File: src/rtl/irq_router.sv
module irq_router #(
  parameter int NCH      = 4,
  parameter int NLINES   = 32,
  parameter int PIT_LINE = 0,
  parameter int RTC_LINE = 8,
  localparam int RW      = $clog2(NLINES)
) (
  input  logic              clk,
  input  logic              rst_n,
  input  logic [NCH-1:0]    fire,
  input  logic [NCH-1:0]    lvl_type,
  input  logic [NCH-1:0]    ch_en,
  input  logic [NCH*RW-1:0] route,
  input  logic              glb_en,
  input  logic              legacy,
  input  logic              clr_we,
  input  logic [NCH-1:0]    clr_data,
  input  logic              pit_in,
  input  logic              rtc_in,
  output logic [NLINES-1:0] irq_out,
  output logic [NCH-1:0]    status,
  output logic              pit_en
);

  logic [NCH-1:0] st_q, pulse_q;
  logic           rtc_q;
  logic [NCH-1:0] live;

  assign live = ch_en & {NCH{glb_en}};

  always_ff @(posedge clk) begin
    if (!rst_n) begin
      st_q    <= '0;
      pulse_q <= '0;
      rtc_q   <= 1'b0;
      pit_en  <= 1'b1;
    end else begin
      for (int i = 0; i < NCH; i++) begin
        if (!live[i])                    st_q[i] <= 1'b0;
        else if (fire[i])                st_q[i] <= lvl_type[i];
        else if (clr_we && clr_data[i])  st_q[i] <= 1'b0;
      end
      pulse_q <= fire & live & ~lvl_type;
      rtc_q   <= rtc_in;
      pit_en  <= ~legacy;
    end
  end

  assign status = st_q;

  logic [RW-1:0] dst [NCH];
  logic [NCH-1:0] drive;

  assign drive = (st_q | pulse_q) & live;

  always_comb begin
    for (int i = 0; i < NCH; i++) begin
      dst[i] = route[i*RW +: RW];
      if (legacy && i == 0) dst[i] = RW'(PIT_LINE);
      if (legacy && i == 1) dst[i] = RW'(RTC_LINE);
    end
  end

  always_comb begin
    irq_out = '0;
    for (int i = 0; i < NCH; i++)
      if (drive[i]) irq_out[dst[i]] = 1'b1;
    if (!legacy) begin
      irq_out[PIT_LINE] = irq_out[PIT_LINE] | pit_in;
      irq_out[RTC_LINE] = irq_out[RTC_LINE] | rtc_q;
    end
  end

endmodule


File: config.mk
export PLATFORM = sky130hd
export DESIGN_NAME = irq_router
export DESIGN_NICKNAME = d
export VERILOG_FILES = /design/src/rtl/irq_router.sv
export SDC_FILE = /design/constraint.sdc
export NUM_CORES = 1
export LEC_CHECK = 0
export BUFFER_PORTS_ARGS = -buffer_cell sky130_fd_sc_hd__buf_2
export CAP_MARGIN = 15
export CELL_PAD_IN_SITES_DETAIL_PLACEMENT = 1
export CELL_PAD_IN_SITES_GLOBAL_PLACEMENT = 2
export CORE_UTILIZATION = 24
export CTS_BUF_LIST = sky130_fd_sc_hd__clkbuf_4 sky130_fd_sc_hd__clkbuf_8
export DETAILED_ROUTE_END_ITERATION = 8
export PLACE_DENSITY = 0.87
export REMOVE_ABC_BUFFERS = 1
export SYNTH_ARGS = -nofsm -noshare
export SYNTH_HDL_FRONTEND = slang
export SYNTH_SLANG_ARGS = --single-unit
File: constraint.sdc
create_clock -name clk -period 1.6 [get_ports clk]
set_input_delay 0.16 -clock clk [delete_from_list [all_inputs] [get_ports clk]]
set_output_delay 0.16 -clock clk [all_outputs]
set_load 0.02 [all_outputs]
== After elaboration in Yosys (flattened, before gate mapping) ==
Index checks and enable logic that the tools add are counted.
W data, S select, Z words.
Storage, ports and cells
  register bits: 10
Cells by class
  multiplexer cells: 24
  bitwise gates (word level): 12
  reduce and logical (&&, ||, !) cells: 16
  order comparisons: 8
Operators by type and width (number)
  $mux W32: 4
  $or A32 B32 Y32: 3
  $lt A5 B6 Y1 const B: 4
  $demux W1 S5: 4
  $ge A5 B1 Y1 const B: 4
  $and A4 B4 Y4: 4
  $mux W1: 14
  $mux W5: 2
  $logic_and A1 B1 Y1: 8
  $reduce_and A2 Y1: 4
  $reduce_bool A2 Y1: 4
  $not A4 Y4: 1
  $or A4 B4 Y4: 1
  $or A1 B1 Y1: 2
  $not A1 Y1: 1

== Longest topological paths before layout ==
Gate-level depths: netlist of run 1.
  word-level depth: 14
  mapped depth: 6
  depth with buffers taken out: 4

== Worst setup path before layout of run 1 ==
Ideal clock, no wire load.
  path type: reg2out
  start: register st_q[3] (netlist: status[3])
  end: output irq_out[25]
  buffers on the path: 1
  data arrival time: 1563 ps
  cell stages (with the launch flop): 5
  path slack: -123 ps
  required time: 1440 ps
  path through: dfxtp_1 -> o211ai_1 -> or3_1 -> buf_2 -> o21ai_0
On the way
  cells in the longest elaborated chain, start to end: 3
RTL lines
  from (decl): RTL line 25  | logic [NCH-1:0] st_q, pulse_q;
  from (signal, indexed assignment): RTL line 40  | else if (fire[i]) st_q[i] <= lvl_type[i];
  $or A4 B4 Y4: RTL line 54  | assign drive = (st_q | pulse_q) & live;
  $and A4 B4 Y4: RTL line 54
  $mux W32: RTL line 67  | if (drive[i]) irq_out[dst[i]] = 1'b1;
  to (decl): RTL line 20  | output logic [NLINES-1:0] irq_out,
Every way passes these cells.

== Final worst setup path of run 1 ==
  start: register pulse_q[2]
  end: output irq_out[25]
On the way
  cells in the longest elaborated chain, start to end: 5
RTL lines
  from (decl): RTL line 25
  from (signal assigned): RTL line 43  | pulse_q <= fire & live & ~lvl_type;
  $or A4 B4 Y4 *: RTL line 54
  $and A4 B4 Y4 *: RTL line 54
  $mux W32 *: RTL line 67
  $or A32 B32 Y32 (no source line)
  $mux W32 *: RTL line 67
Every way passes the cells marked *; elsewhere a longest branch is shown, timed or not.

==> summary.md, run 1 <==
| Metric | Value |
|---|---|
| Yosys top cell area share | `11.90%` |
| Detailed-route DRC error count | `1` |
| Critical-path cell list | `o211ai_4 -> nor3_2 -> a222oi_1 -> o21ai_1 -> buf_2` |
| Commonest non-fill, non-tap cell in the layout | `buf_2` |
| Initial DRC Count | `155` |
| Highest clock rate | `532.1 MHz` |
| Placed cell area | `0.002449 mm2` |
| Pre-Repair DR Iteration Count | `6` |
| CTS tree | `yes` |
| Largest net degree at the start of global routing | `15` |
| Total core area | `0.006794 mm2` |
| Global-route wire length before repair | `13.29 mm` |
| Fin nets | `413` |
| Antenna violations before repair | `0` |
| Ys flop type | `dfxtp_1` |
| Layout cell share with drive strength beyond 1 | `53.26%` |
| Mean Syn Cell Area | `6.700 um2` |
| # diodes | `0` |
| Final setup TNS | `-6256 ps` |
| WP data arrival | `1720 ps` |
| Final hold violations | `0` |
| Outcome | `finished, violations left` |
| Via density | `5.547` |
| Yosys cell types | `49` |
| Total Power | `868.0 uW` |
| H-tree Lvls | `1` |
| Cell area after layout | `0.003028 mm2` |
| Clock Path Buffers | `2` |
| Dpl hpwl | `6.539 mm` |
| Starting density of the core | `24.75%` |
| PwrDens | `286.7 mW/mm2` |
| Startpoint types | `register` |
| TritonCTS buffer count | `3` |
| Violated checks | `DRC, setup timing` |
| EDFF count, synth | `0` |
| Layout area overhead | `80.06%` |
| CTS root buf | `clkbuf_8` |
| FF-to-FF setup slack | `750 ps` |
| Slew Limit Fails | `0` |
| Buf/Inv on CP | `1` |
| Hold WC Path Type | `in -> reg` |
| RePlAce Congestion | `0.8937` |
| Worst-margin pin slew | `564.4 ps` |
| Register area share after synthesis | `11.90%` |
| Max-cap violation count | `0` |
| CP max FO | `7` |
| Max incr delay on CP | `370 ps` |
| DRT antenna net count | `0` |
| Hold_buf cts | `0` |
| Yosys top cell by area | `dfxtp_1` |
| Total Wirelength | `8.756 mm` |
| Die span in x | `85.71 um` |
| Clock sink count | `10` |
| LEAKAGE | `1.246 nW` |
| Post-synth ARST share | `0%` |
| Die Ht | `85.71 um` |
| Yosys warning total | `0` |
| Mapped Cells | `251` |
| Vias in the first global route | `2594` |
| Top delay family on crit path | `compound AO/OA/AOI/OAI gates` |
| RSZ-0062 raised after global routing | `true` |
| Io pins | `80` |
| Crit share post-route | `117.5%` |
| Routed vias | `2574` |
| Final WS setup | `-279.3 ps` |
| WP data required | `1440 ps` |
| Mapped cell area | `0.001682 mm2` |
| Die area | `0.007345 mm2` |
| Highest-count cells in the layout ignoring fill and taps | `56 x buf_2, 51 x buf_4, 23 x nor2_1` |
| Grt ovf | `0` |
| Slowest-stage cell, CP | `a222oi_1` |
| Max transition margin | `62.29%` |
| Synth top area cells | `dfxtp_1 12%, nor2_1 5.6%, or3_1 5.6%` |
| Row count | `30` |
| Setup Viol. Count Final | `32` |
| Clock-pin slew on the worst setup and hold paths | `40 ps` |
| Crit. End Element | `primary output` |
| Clock Latency Late Sink | `240 ps` |
| Kind of critical path | `reg -> out` |
| Post-Route Skew | `0 ps` |
| Worst vdd ir | `337.1 uV` |
| Input/output buffers | `79` |
| Fin crit period | `1879 ps` |
| WL per Instance | `18.87 um` |
| Synth Register Bits | `10` |
| Overall routing resource usage | `23.51%` |
through the flow:
stage / util (%) / hold slack, ps / instances / setup slack [ps]
after detailed placement: 36.04 / 341.2 / 454 / -162.4
after global routing: 44.57 / 95.97 / 464 / -367.7
after CTS: 41.45 / 96.22 / 459 / -224.8
final: 44.57 / 98.64 / 464 / -279.3
after floorplan: - / 221.9 / 237 / -103.1
after global placement: 36.04 / 343.5 / 454 / -138.8
where the power goes:
group / internal [mW] / total (mW) / leakage (nW) / switching, mW
Sequential: 0.254 / 0.258 / 0.0850 / 0.00376
Clock: 0.164 / 0.259 / 0.0216 / 0.0943
Combinational: 0.139 / 0.352 / 1.14 / 0.213
Total: 0.557 / 0.868 / 1.25 / 0.311
Yosys cell counts, types with 3 or more instances:
library cell   n
a211o_1        3
nand3b_1      11
nand3_1       18
a22oi_1       12
o21ai_0        3
o221ai_1       7
nand2b_1      12
nor3b_1       10
or2_2          3
o211ai_1       6
nand4_1        4
o22a_1         5
o22ai_1       10
dfxtp_1       10
nor2b_1        3
or3_1         15
a21oi_1        4
nor3_1        13
inv_1          6
nor2_1        25
clkbuf_1       9
buf_2          3
nand2_1       24
and2_1         3
logic make-up after synthesis:
group / share of synthesized area, %
AND/OR/NAND/NOR: 50.37
AO/OA/AOI/OAI: 32.59
flip-flops: 11.90
buffers and inverters: 5.133
area by class of cell:
type	count	area [um2]
clock buffers	3	41.29
fillers	862	3766
inverters	6	22.52
multi-input cells	221	1723
flip-flops and latches	10	212.7
well taps	96	120.1
repair buffers	128	908.4
registers in the layout (all words and copies together) (netlist names):
signal   flops
pit_en       1
pulse_q      4
rtc_q        1
status       4
path summary, 6_finish.rpt:
path / startpoint / to / cells past startpoint
max: pulse_q[2] / irq_out[25] / 5
min: lvl_type[2] / pulse_q[2] / 2
max reg2reg: status[1] / status[1] / 4
min reg2reg: status[3] / status[3] / 3
layer usage:
layer	wire (um)	up-vias	share of wire (%)	track usage [%]
li1	-	1212	-	-
met1	3505	1199	40	27.12
met2	4427	127	51	43.78
met3	417	36	4.8	1.540
met4	405	0	4.6	11.52
met5	0	-	0	0
repair_timing:
item	in CTS	in global routing
gates resized for setup	77	37
setup endpoints to repair	32	32
buffers inserted	4	6
pin swaps	20	16
No activity file was read; power rests on OpenSTA's default activity.
==> run 2, diff against run 1 <==
--- a/config.mk
+++ b/config.mk
@@ -6,14 +6,15 @@
 export NUM_CORES = 1
 export LEC_CHECK = 0
 export BUFFER_PORTS_ARGS = -buffer_cell sky130_fd_sc_hd__buf_2
-export CAP_MARGIN = 15
 export CELL_PAD_IN_SITES_DETAIL_PLACEMENT = 1
 export CELL_PAD_IN_SITES_GLOBAL_PLACEMENT = 2
+export CORE_MARGIN = 10
 export CORE_UTILIZATION = 24
 export CTS_BUF_LIST = sky130_fd_sc_hd__clkbuf_4 sky130_fd_sc_hd__clkbuf_8
 export DETAILED_ROUTE_END_ITERATION = 8
 export PLACE_DENSITY = 0.87
 export REMOVE_ABC_BUFFERS = 1
+export SETUP_SLACK_MARGIN = 0.3
 export SYNTH_ARGS = -nofsm -noshare
 export SYNTH_HDL_FRONTEND = slang
 export SYNTH_SLANG_ARGS = --single-unit
==> run 2 against run 1 <==
  * The run ends with setup timing left
  * Non-clock buffer count is 4 higher
  * Global-route usage is 6.8 points lower
  * Register-to-register slack worse by 80 ps
  * Power is 0.36% lower
  * Cell count is 0.86% higher
  * Sequential cell count stayed put
  * Clock-buffer cell count stayed put
  * Sequential share of layout area is 0.15 points lower
  * Worst hold slack worse by 7.1 ps
  * Cell area is 2.1% higher
  * Critical endpoint is now irq_out[7]
  * Largest cell class unchanged
  * Highest routed layer unchanged
==> summary.md, run 2 (same netlist as run 1, synthesis figures left out) <==
| Metric | Value |
|---|---|
| RePlAce Congestion | `0.9385` |
| Final hold violations | `0` |
| LEAKAGE | `1.277 nW` |
| Worst hold slack | `91.55 ps` |
| CP max FO | `4` |
| Grt ovf | `0` |
| Die Ht | `103.7 um` |
| Commonest non-fill, non-tap cell in the layout | `buf_2` |
| Input/output buffers | `79` |
| Total core area | `0.006794 mm2` |
| Total Wirelength | `9.586 mm` |
| Worst-margin pin slew | `397.0 ps` |
| Pre-Repair DR Iteration Count | `4` |
| Total Power | `864.9 uW` |
| Io pins | `80` |
| TritonCTS buffer count | `3` |
| Die area | `0.01075 mm2` |
| Vias in the first global route | `2896` |
| Highest clock rate | `539.0 MHz` |
| # diodes | `0` |
| Clock Latency Late Sink | `240 ps` |
| Clock Path Buffers | `2` |
| Max transition margin | `73.29%` |
| Final setup TNS | `-5716 ps` |
| Clock-pin slew on the worst setup and hold paths | `40 ps` |
| Startpoint types | `register` |
| Violated checks | `setup timing` |
| Final WS setup | `-255.2 ps` |
| Fin crit period | `1855 ps` |
| FF-to-FF setup slack | `670 ps` |
| Row count | `30` |
| Largest net degree at the start of global routing | `13` |
| H-tree Lvls | `1` |
| Initial DRC Count | `110` |
| Layout cell share with drive strength beyond 1 | `55.65%` |
| Non-Filler Instances | `468` |
| Starting density of the core | `24.75%` |
| Dpl hpwl | `7.598 mm` |
| WL per Instance | `20.48 um` |
| WP data required | `1440 ps` |
| Kind of critical path | `reg -> out` |
| RSZ-0062 raised after global routing | `true` |
| Hold_buf cts | `0` |
| Crit. End Element | `primary output` |
| Final core occ | `45.52%` |
| Outcome | `finished, violations left` |
| Register area | `212.7 um2` |
| Antenna violations before repair | `0` |
| Layout area overhead | `83.93%` |
| Crit share post-route | `116.0%` |
| Highest-count cells in the layout ignoring fill and taps | `51 x buf_2, 49 x buf_4, 32 x buf_6` |
| Setup Viol. Count Final | `32` |
| Max-cap violation count | `0` |
| DP Cell Count | `455` |
| Overall routing resource usage | `16.75%` |
| Slew Limit Fails | `0` |
| Fin nets | `417` |
| Global-route wire length before repair | `15.21 mm` |
| DRT antenna net count | `0` |
| Via density | `5.656` |
| Worst vdd ir | `435.5 uV` |
| Die span in x | `103.7 um` |
| WP data arrival | `1700 ps` |
| Post-Route Skew | `0 ps` |
| Footprint of the multi-input gates | `0.001713 mm2` |
| Routed vias | `2647` |
| Hold WC Path Type | `in -> reg` |
| Detailed-route DRC error count | `0` |
| Filler instances | `865` |
| CTS tree | `yes` |
| PwrDens | `279.6 mW/mm2` |
| Clock sink count | `10` |
| CTS root buf | `clkbuf_8` |
==> run 2: final cells by class <==
| class | count | share of cell area, % |
|---|---|---|
| multi-input combinational | 221 | 55.38 |
| inverter | 6 | 0.7282 |
| timing repair buffer | 132 | 31.80 |
| tap | 96 | 3.883 |
| sequential | 10 | 6.877 |
| clock buffer | 3 | 1.335 |
==> run 2: power by group <==
part	total, mW	switching (mW)	internal [mW]	leakage (nW)
clock	0.258	0.0938	0.164	0.0216
combinational	0.348	0.207	0.140	1.17
sequential	0.259	0.00383	0.255	0.0856
total	0.865	0.305	0.560	1.28
==> run 2: routing by layer <==
metal  track usage (%)  part of all wire [%]
met1             19.05                    40
met2             29.23                    50
met3             3.470                   6.9
met4             7.654                   2.9
met5                 0                     0
==> run 2: path summary, 6_finish.rpt <==
| kind | startpoint | to | cells past startpoint |
|---|---|---|---|
| worst max-delay path | status[3] | irq_out[7] | 7 |
| worst min-delay path | lvl_type[3] | pulse_q[3] | 2 |
| worst max register to register | status[3] | status[3] | 5 |
| worst min register to register | status[1] | status[1] | 3 |
==> run 2: timing repair <==
item                                    CTS  global route
pin swaps                                34            32
hold endpoints to repair                  0             0
gates cloned                              0             0
setup buffers                             6             4
endpoints found under the setup margin   32            32
gates resized for setup                 104            30
==> run 2: critical path: stages (launching register included) <==
cell	delay, ps
dfxtp_2	320
buf_6	110
o2111a_2	270
and2_4	170
buf_6	130
a32oi_1	200
nand2_1	110
buf_6	150
==> run 2: stage by stage <==
stage / setup WS [ps] / area, um2
final: -255.2 / 3093
after global placement: -95.60 / 2456
after CTS: -245.8 / 2935
after global routing: -298.6 / 3093
after detailed placement: -158.3 / 2456
after floorplan: -103.1 / 1618
